`src/rtl/dptr_pkg.sv`:
```
// Package: shared sizes and register bus addresses for the dual data pointer unit.
// Assumes an 8-bit register bus and pointers that are a whole number of bytes wide.
package dptr_pkg;
    parameter int PTR_W   = 16;
    parameter int BYTE_W  = 8;
    parameter int NPTR    = 2;               // fixed by the one-bit select register
    localparam int NBYTES = PTR_W / BYTE_W;
    parameter logic [7:0] PTR_BASE = 8'h82;  // pointer k byte b sits at PTR_BASE + NBYTES*k + b
    parameter logic [7:0] SEL_ADDR = 8'h86;
endpackage

```
`src/rtl/dptr_reg.sv`:
```
// Module: one data pointer. Core load wins over core increment; both win over
// register bus byte writes. Core operations only act when this pointer is selected.
module dptr_reg #(
    parameter int W  = 16,
    parameter int BW = 8,
    localparam int NB = W / BW
) (
    input  logic          clk,
    input  logic          rst_n,
    input  logic          sel_me,
    input  logic          ld,
    input  logic [W-1:0]  ld_val,
    input  logic          inc,
    input  logic [NB-1:0] bwe,
    input  logic [BW-1:0] bdata,
    output logic [W-1:0]  q
);
    logic core_op;
    assign core_op = sel_me && (ld || inc);

    // Pointer register: reset, load, increment or byte writes.
    always_ff @(posedge clk) begin
        if (!rst_n) begin
            q <= '0;
        end else if (sel_me && ld) begin
            q <= ld_val;
        end else if (sel_me && inc) begin
            q <= q + 1'b1;
        end else begin
            for (int b = 0; b < NB; b++) begin
                if (bwe[b]) q[b*BW +: BW] <= bdata;
            end
        end
    end


    load_takes_chk: assert property (@(posedge clk) disable iff (!rst_n)
        sel_me && ld |=> q == $past(ld_val));

    inc_step_chk: assert property (@(posedge clk) disable iff (!rst_n)
        sel_me && inc && !ld |=> q == $past(q) + 1'b1);

    idle_hold_chk: assert property (@(posedge clk) disable iff (!rst_n)
        !sel_me && (bwe == '0) |=> $stable(q));

    core_over_bus_chk: assert property (@(posedge clk) disable iff (!rst_n)
        core_op && (bwe != '0) && !ld |=> q == $past(q) + 1'b1);
endmodule

```
`src/rtl/dptr_sel.sv`:
```
// Module: one-bit pointer select register. A bus write sets it from bit 0 of the
// write data; an increment strobe inverts it; a write in the same cycle wins.
module dptr_sel (
    input  logic clk,
    input  logic rst_n,
    input  logic wr,
    input  logic wbit,
    input  logic flip,
    output logic sel
);
    // Select register update.
    always_ff @(posedge clk) begin
        if (!rst_n)    sel <= 1'b0;
        else if (wr)   sel <= wbit;
        else if (flip) sel <= ~sel;
    end


    flip_chk: assert property (@(posedge clk) disable iff (!rst_n)
        flip && !wr |=> sel != $past(sel));

    write_wins_chk: assert property (@(posedge clk) disable iff (!rst_n)
        wr |=> sel == $past(wbit));
endmodule

```
`src/rtl/dptr_unit.sv`:
```
// Module: top of the dual data pointer unit. Decodes the register bus onto the
// pointer bytes and the select register, muxes read data, and drives the selected
// pointer as the external data address. Assumes core strobes are single-cycle.
module dptr_unit
    import dptr_pkg::*;
(
    input  logic              clk,
    input  logic              rst_n,
    input  logic [7:0]        sfr_addr,
    input  logic [BYTE_W-1:0] sfr_wdata,
    input  logic              sfr_we,
    input  logic              sfr_inc,
    output logic [BYTE_W-1:0] sfr_rdata,
    input  logic              ld_en,
    input  logic [PTR_W-1:0]  ld_val,
    input  logic              ptr_inc,
    output logic [PTR_W-1:0]  xaddr,
    output logic              dp_sel
);
    logic [PTR_W-1:0] ptr_q [NPTR];
    logic             hit_sel;

    assign hit_sel = (sfr_addr == SEL_ADDR);

    for (genvar k = 0; k < NPTR; k++) begin : g_ptr
        logic [NBYTES-1:0] bwe;
        for (genvar b = 0; b < NBYTES; b++) begin : g_byte
            assign bwe[b] = sfr_we && (sfr_addr == PTR_BASE + 8'(NBYTES*k + b));
        end
        dptr_reg #(.W(PTR_W), .BW(BYTE_W)) u_reg (
            .clk    (clk),
            .rst_n  (rst_n),
            .sel_me (dp_sel == 1'(k)),
            .ld     (ld_en),
            .ld_val (ld_val),
            .inc    (ptr_inc),
            .bwe    (bwe),
            .bdata  (sfr_wdata),
            .q      (ptr_q[k])
        );
    end

    dptr_sel u_sel (
        .clk   (clk),
        .rst_n (rst_n),
        .wr    (sfr_we && hit_sel),
        .wbit  (sfr_wdata[0]),
        .flip  (sfr_inc && hit_sel),
        .sel   (dp_sel)
    );

    assign xaddr = ptr_q[dp_sel];

    // Read mux: pointer bytes, select register with upper bits zero, else zero.
    always_comb begin
        sfr_rdata = '0;
        for (int k = 0; k < NPTR; k++) begin
            for (int b = 0; b < NBYTES; b++) begin
                if (sfr_addr == PTR_BASE + 8'(NBYTES*k + b)) sfr_rdata = ptr_q[k][b*BYTE_W +: BYTE_W];
            end
        end
        if (hit_sel) sfr_rdata = {{(BYTE_W-1){1'b0}}, dp_sel};
    end


    sel_upper_zero_chk: assert property (@(posedge clk) disable iff (!rst_n)
        hit_sel |-> sfr_rdata[BYTE_W-1:1] == '0);

    unmapped_zero_chk: assert property (@(posedge clk) disable iff (!rst_n)
        (sfr_addr < PTR_BASE || sfr_addr > SEL_ADDR) |-> sfr_rdata == '0);

    other_inc_chk: assert property (@(posedge clk) disable iff (!rst_n)
        !(sfr_we && hit_sel) && !(sfr_inc && hit_sel) |=> $stable(dp_sel));
endmodule

```
`config.mk`:
```
export PLATFORM = sky130hd
export DESIGN_NAME = dptr_unit
export DESIGN_NICKNAME = d
export VERILOG_FILES = /design/src/rtl/dptr_pkg.sv /design/src/rtl/dptr_reg.sv /design/src/rtl/dptr_sel.sv /design/src/rtl/dptr_unit.sv
export SDC_FILE = /design/constraint.sdc
export NUM_CORES = 1
export LEC_CHECK = 0
export ABC_AREA = 1
export BUFFER_PORTS_ARGS = -buffer_cell sky130_fd_sc_hd__buf_2
export CAP_MARGIN = 20
export CORE_ASPECT_RATIO = 1.5
export CORE_MARGIN = 5
export CORE_UTILIZATION = 55
export CTS_CLUSTER_SIZE = 28
export DETAILED_ROUTE_END_ITERATION = 8
export PLACE_DENSITY = 0.76
export SYNTH_ARGS = -nofsm -noshare
export SYNTH_HDL_FRONTEND = slang
export SYNTH_SLANG_ARGS = --single-unit
```
`constraint.sdc`:
```
create_clock -name clk -period 2.2 [get_ports clk]
set_clock_uncertainty 0.15 [all_clocks]
set_input_delay 0.33 -clock clk [delete_from_list [all_inputs] [get_ports clk]]
set_output_delay 0.33 -clock clk [all_outputs]
set_load 0.05 [all_outputs]
```
==> flow_summary.yaml, run 1 <==
run_status:
  status: "completed"
worst_setup_path:
  worst_setup_path_end_kind: "primary output"
  crit_chain: "buf_2, inv_1, nand2_2, nor3_4, buf_12, nand2_2, o22ai_1, a21oi_1, o21ai_1, clkbuf_4"
  r2r-start: "g_ptr[0].u_reg.q[0]"
  worst-r2r-setup-slack_ps: 350
  crit_type: "in2out"
  cp_common_cell: "nand2_2"
  worst_path_largest_cell_delay_ps: 260
  critPathSlowestCell: "clkbuf_4"
  arrival_ps: 1650
  r2r_cells: 9
  start_kind: "primary input"
  critPathLaunch: "sfr_addr[6]"
  crit_path_end: "sfr_rdata[6]"
  cp_max_fo: 11
  critPathRequiredTime_ps: 1720
  r2r-end: "g_ptr[0].u_reg.q[14]"
sta:
  finalMaxSlewViolations: 0
  rsz0062_at_grt: "true"
  hold_viol_final: 0
  whs_ps: 221
  max_freq_mhz: 470
  post-route-period-util: 0.967
  worstMarginPinSlew_ps: 447
  slew_headroom: 0.702
  final-setup-viol-count: 0
  layout_min_cycle_time_ps: 2130
layout:
  final_layout_size_suffix_gt1_frac: 0.193
  nFillCells: 547
  final_cells: 698
  nets: 667
  areaGrowthSynthToFinish_pct: 20.0
  antenna_cells: 0
  fin_area_um2: 3660
run:
  maxCapViolCount: 0
clock_network:
  h-tree-depth: 2
  cts_tree: "done"
  cts_buffer_depth: 2
  cts_hold_repair.buffers: 0
  cts.clk_slew.worst_paths_ps: 70
  cts_num_sinks: 33
  root_buffer: "clkbuf_8"
  insertion_delay_ps: 290
  cts_buffers: 5
synthesis:
  yosys-top-cells-area: "dfxtp_1 (22%), nand2_1 (20%), o21ai_0 (11%)"
  async_flop_share: 0
  synth_fp_nets: 594
  synth_top_area_frac: 0.217
  synth_edf_count: 0
  syn_avg_cell_area_um2: 5.51
  post-synth-top-count-cell: "nand2_1"
  synth-seq-area-share: 0.217
  yosys.cell_types.count: 33
  yosys-top-cells-count: "nand2_1 (162), o21ai_0 (70), inv_1 (61)"
  yosysTopAreaCell: "dfxtp_1"
  syn-cell-area_um2: 3050
  syn_inst: 554
  ys_warn_count: 0
  ys_ff_latch: 33
  synth_flop_cell: "dfxtp_1"
power_and_ir_drop:
  powerDensity_nw_per_um2: 427
  peakVddDrop_mv: 0.414
  p_leak_nw: 1.77
die:
  fp.dieH_um: 101
  initial_core_util: 0.560
  core_area_um2: 5450
  rows: 33
  die_w_um: 70.8
  dieArea_um2: 7170
  pin_count: 63
placed_design:
  port_buffers: 62
  placed_area_um2: 3520
  place_inst: 688
  dp_hpwl_um: 9190
  globalplace.congestion: 1.02
global_route:
  first_global_vias: 3704
  grt_use_total: 0.326
  antenna_found_initial: 0
  grt_pass1_wl_um: 18300
  grt_max_degree: 26
  gr-total-overflow: 0
min_path:
  worstHoldPathType: "in2reg"
route:
  drt-met1-wl_um: 4420
  route.detailed.drc: 0
  ant_nets: 0
  wirelength_um: 11500
  wl_met2_um: 5510
  first_iter_violations: 400
  drt-vias-per-instance: 5.78
  wl_per_cell_um: 16.5
  top_layer_used: "met4"
  wl_met3_um: 828
  vias: 4033
  drt_pass1_iterations: 5
-- logic make-up (layout without fill, tap and decap cells) --
group           after synthesis  count (layout)  synth area share
xor+xnor                      1               1           0.00287
buf+inv                      89             163             0.123
simple gates                282             282             0.389
fa+ha+maj                     2               2           0.00820
flops                        33              33             0.217
compound gates              147             147             0.260
-- flip-flops by register name (all words and copies together) (netlist names) --
name / cells
u_sel.sel: 1
g_ptr.u_reg.q: 32
-- through the flow --
| stage | setup WS, ps | TNS [ps] | total power [mW] | utilization |
|---|---|---|---|---|
| 2_1_floorplan | -33.9 | -333 | 0.951 | - |
| 3_3_place_gp | 58.6 | 0 | 1.11 | 0.646 |
| 3_5_place_dp | 55.5 | 0 | 1.11 | 0.646 |
| 4_1_cts | 37.5 | 0 | 1.56 | 0.660 |
| 5_1_grt | -40.5 | -113 | 1.63 | 0.671 |
| 6_report | 71.9 | 0 | 1.56 | 0.671 |
-- critical path: cells and delay by family --
family | cells | cell delay [ps]
AO/OA/AOI/OAI | 3 | 400
AND/OR/NAND/NOR | 3 | 360
buffers and inverters | 4 | 550
-- where the power goes --
| group | switching [mW] | internal [mW] | total [mW] |
|---|---|---|---|
| Sequential | 0.0422 | 0.625 | 0.667 |
| Clock | 0.230 | 0.225 | 0.455 |
| Combinational | 0.305 | 0.136 | 0.441 |
-- worst min-delay path by stage --
stage                                    from              endpoint  slack (ps)  depth (start not counted)
final                              ld_val[11]  g_ptr[1].u_reg.q[11]         220                          3
after detailed placement  g_ptr[1].u_reg.q[3]   g_ptr[1].u_reg.q[3]         370                          2
after global routing               ld_val[12]  g_ptr[0].u_reg.q[12]         230                          3
after floorplan           g_ptr[1].u_reg.q[5]   g_ptr[1].u_reg.q[5]         320                          2
after global placement    g_ptr[1].u_reg.q[3]   g_ptr[1].u_reg.q[3]         360                          2
after CTS                          ld_val[11]  g_ptr[1].u_reg.q[11]         220                          3
-- area by class of cell --
| cell class | count | area [µm²] | area share |
|---|---|---|---|
| Multi-Input combinational cell | 432 | 2020 | 0.552 |
| Sequential cell | 33 | 662 | 0.181 |
| Timing Repair Buffer | 88 | 558 | 0.152 |
| Inverter | 67 | 251 | 0.0687 |
| Tap cell | 70 | 87.6 | 0.0239 |
| Clock buffer | 8 | 80.1 | 0.0219 |
-- layer usage --
layer | up-vias | track usage
li1 | 1962 | -
met1 | 1807 | 0.392
met2 | 212 | 0.551
met3 | 52 | 0.0417
met4 | 0 | 0.198
met5 | - | 0
-- cell usage in the layout, fill, tap and decap left out, drive strengths merged --
cell type,instances
nor3,5
nor2,57
o21bai,3
xnor2,1
nand4,8
nand3,41
a41oi,1
nand2,168
or2,2
and2,1
a21oi,49
o211ai,2
dfxtp,33
o21ai,86
o21a,1
buf,87
o22ai,5
inv,67
clkbuf,9
ha,2
-- repair_timing --
item,CTS,global route
buffers inserted,0,2
endpoints found under the setup margin,0,7
resized for setup,0,24
(Power assumes the default switching activity.)
==> run 2, diff against run 1 <==
- ABC_AREA: 1 -> default
- ABC_CLOCK_PERIOD_IN_PS: default -> 2200
==> run 2 against run 1 <==
Total power grew 6.3%. Sequential share of layout area grew 0.12 points. Combinational power grew 4%. Global-route usage grew 1.8 points. Largest cell class unchanged.
==> flow_summary.yaml, run 2 <==
run_status:
  status: "completed"
global_route:
  grt_pass1_wl_um: 19200
  gr-total-overflow: 0
  antenna_found_initial: 0
  grt_use_total: 0.344
  grt_max_degree: 20
  first_global_vias: 3581
synthesis:
  yosys-top-cells-area: "dfxtp_1 (22%), a21oi_1 (5.6%), mux2_2 (5.5%)"
  post-synth-top-count-cell: "nor2_1"
  synth_fp_nets: 447
  async_flop_share: 0
  synth-seq-area-share: 0.217
  syn-cell-area_um2: 3050
  yosys-top-cells-count: "nor2_1 (45), nand2_1 (41), a21oi_1 (34)"
  yosys.cell_types.count: 73
  ys_warn_count: 0
  synth_top_area_frac: 0.217
  syn_avg_cell_area_um2: 7.49
  synth_edf_count: 0
  ys_ff_latch: 33
  synth_flop_cell: "dfxtp_1"
  syn_inst: 407
  yosysTopAreaCell: "dfxtp_1"
clock_network:
  cts_buffer_depth: 2
  root_buffer: "clkbuf_8"
  cts_num_sinks: 33
  h-tree-depth: 2
  cts_tree: "done"
  cts_buffers: 5
  insertion_delay_ps: 300
  cts.clk_slew.worst_paths_ps: 70
  cts_hold_repair.buffers: 0
die:
  initial_core_util: 0.559
  die_w_um: 70.8
  core_area_um2: 5450
  dieArea_um2: 7160
  fp.dieH_um: 101
  pin_count: 63
  rows: 33
power_and_ir_drop:
  p_switching_mw: 0.596
  p_int_mw: 1.06
  switching_share: 0.359
  p_comb_frac: 0.276
  powerDensity_nw_per_um2: 455
  peakVddDrop_mv: 0.304
  p_leak_nw: 1.49
  p_clk_frac: 0.323
  seqPwrFrac: 0.401
worst_setup_path:
  cp_max_fo: 4
  crit_type: "in2out"
  arrival_ps: 1670
  critPathRequiredTime_ps: 1720
  r2r-end: "g_ptr[0].u_reg.q[14]"
  crit_chain: "buf_2, or4b_4, nor4b_4, a221o_1, buf_4"
  critPathSlowestCell: "or4b_4"
  worst_path_largest_cell_delay_ps: 580
  worst-r2r-setup-slack_ps: 130
  worst_setup_path_end_kind: "primary output"
  r2r-start: "g_ptr[0].u_reg.q[1]"
  start_kind: "primary input"
  r2r_cells: 6
placed_design:
  place_ws_ps: -4.39
  place_inst: 537
  dp_hpwl_um: 9060
  globalplace.congestion: 1.05
  port_buffers: 62
  placed_area_um2: 3530
sta:
  final-setup-viol-count: 0
  layout_min_cycle_time_ps: 2150
  post-route-period-util: 0.976
  hold_viol_final: 0
  max_freq_mhz: 466
  slew_headroom: 0.471
  fin_ws_ps: 51.9
  worstMarginPinSlew_ps: 791
  finalMaxSlewViolations: 0
  whs_ps: 160
layout:
  final_layout_size_suffix_gt1_frac: 0.293
  top_regs: "g_ptr.u_reg.q (32), u_sel.sel (1)"
  areaGrowthSynthToFinish_pct: 19.7
  antenna_cells: 0
  largest_reg_flops: 32
  final_cells: 545
  final_common_cell: "buf_2"
  max_flop_register: "g_ptr.u_reg.q"
  fin_area_um2: 3650
  nets: 514
  final_cell_mix: "buf_2 (61), nor2_1 (45), nand2_1 (41)"
  final_core_util: 0.669
route:
  ant_nets: 0
  route.detailed.drc: 0
  drt-vias-per-instance: 6.80
  vias: 3708
  wirelength_um: 12300
  drt_pass1_iterations: 5
  wl_per_cell_um: 22.5
  first_iter_violations: 438
min_path:
  hold_path_end: "g_ptr[1].u_reg.q[10]"
  hold_depth: 3
  worstHoldPathType: "in2reg"
  hp-start: "ld_val[10]"
run:
  maxCapViolCount: 0
## run 2: cell types whose count changed after synthesis, sizes merged, moves of 14 or more
| cell | delta |
|---|---|
| a211oi | +14 |
| nand3 | -26 |
| inv | -59 |
| mux2 | +15 |
| a21oi | -15 |
| nand2 | -127 |
| o21ai | -51 |
## run 2: power groups by stage
| stage | clock (mW) | sequential, mW | combinational, mW |
|---|---|---|---|
| after floorplan | 0 | 0.661 | 0.289 |
| after global placement | 0 | 0.678 | 0.443 |
| after detailed placement | 0 | 0.678 | 0.446 |
| after CTS | 0.535 | 0.663 | 0.449 |
| after global routing | 0.560 | 0.668 | 0.487 |
| final | 0.536 | 0.667 | 0.458 |
## run 2: worst max path at each step
stage,start,to,slack (ps),cells past startpoint
after floorplan,sfr_addr[1],sfr_rdata[3],30,4
after global placement,sfr_addr[5],sfr_rdata[0],30,5
after detailed placement,sfr_addr[5],sfr_rdata[0],-4,5
after CTS,u_sel.sel,sfr_rdata[0],20,4
after global routing,sfr_addr[5],sfr_rdata[3],-20,6
final,sfr_addr[5],sfr_rdata[0],50,5
## run 2: cell type report
class,instances,area [µm²]
clock buffer,7,96.3
inverter,9,33.8
tap,70,87.6
multi-input combinational,334,2200
sequential,33,664
fill,538,1800
clock inverter,1,5.00
timing repair buffer,91,559
## run 2: what timing repair did
| action | in CTS | in global routing |
|---|---|---|
| endpoints found under the setup margin | 1 | 7 |
| gates resized for setup | 2 | 3 |
| setup buffers | 0 | 0 |
| pin swaps | 0 | 0 |
## run 2: per-layer routing
| metal | global-route usage | up-vias | wire length, µm |
|---|---|---|---|
| met5 | 0 | - | 0 |
| li1 | - | 1694 | - |
| met2 | 0.565 | 273 | 5870 |
| met4 | 0.208 | 0 | 660 |
| met1 | 0.416 | 1687 | 4480 |
| met3 | 0.0616 | 54 | 1250 |
## run 2: per-stage QoR
| stage | TNS (ps) | power [mW] |
|---|---|---|
| 2_1_floorplan | 0 | 0.951 |
| 3_3_place_gp | 0 | 1.12 |
| 3_5_place_dp | -4.39 | 1.12 |
| 4_1_cts | 0 | 1.65 |
| 5_1_grt | -29.7 | 1.71 |
| 6_report | 0 | 1.66 |
## run 2: critical path, delay by kind of cell
kind,cells,cell delay [ps]
AO/OA/AOI/OAI,1,180
buffers and inverters,2,310
AND/OR/NAND/NOR,2,840
## run 2: kinds of logic after synthesis
logic type               Yosys count  share of synthesized area
flip-flops                        33                      0.217
AND/OR/NAND/NOR                  154                      0.278
AO/OA/AOI/OAI                    154                      0.351
adder cells (fa/ha/maj)            2                    0.00821
XOR/XNOR                           3                    0.00862
buffers and inverters             40                     0.0628
multiplexers                      21                     0.0751
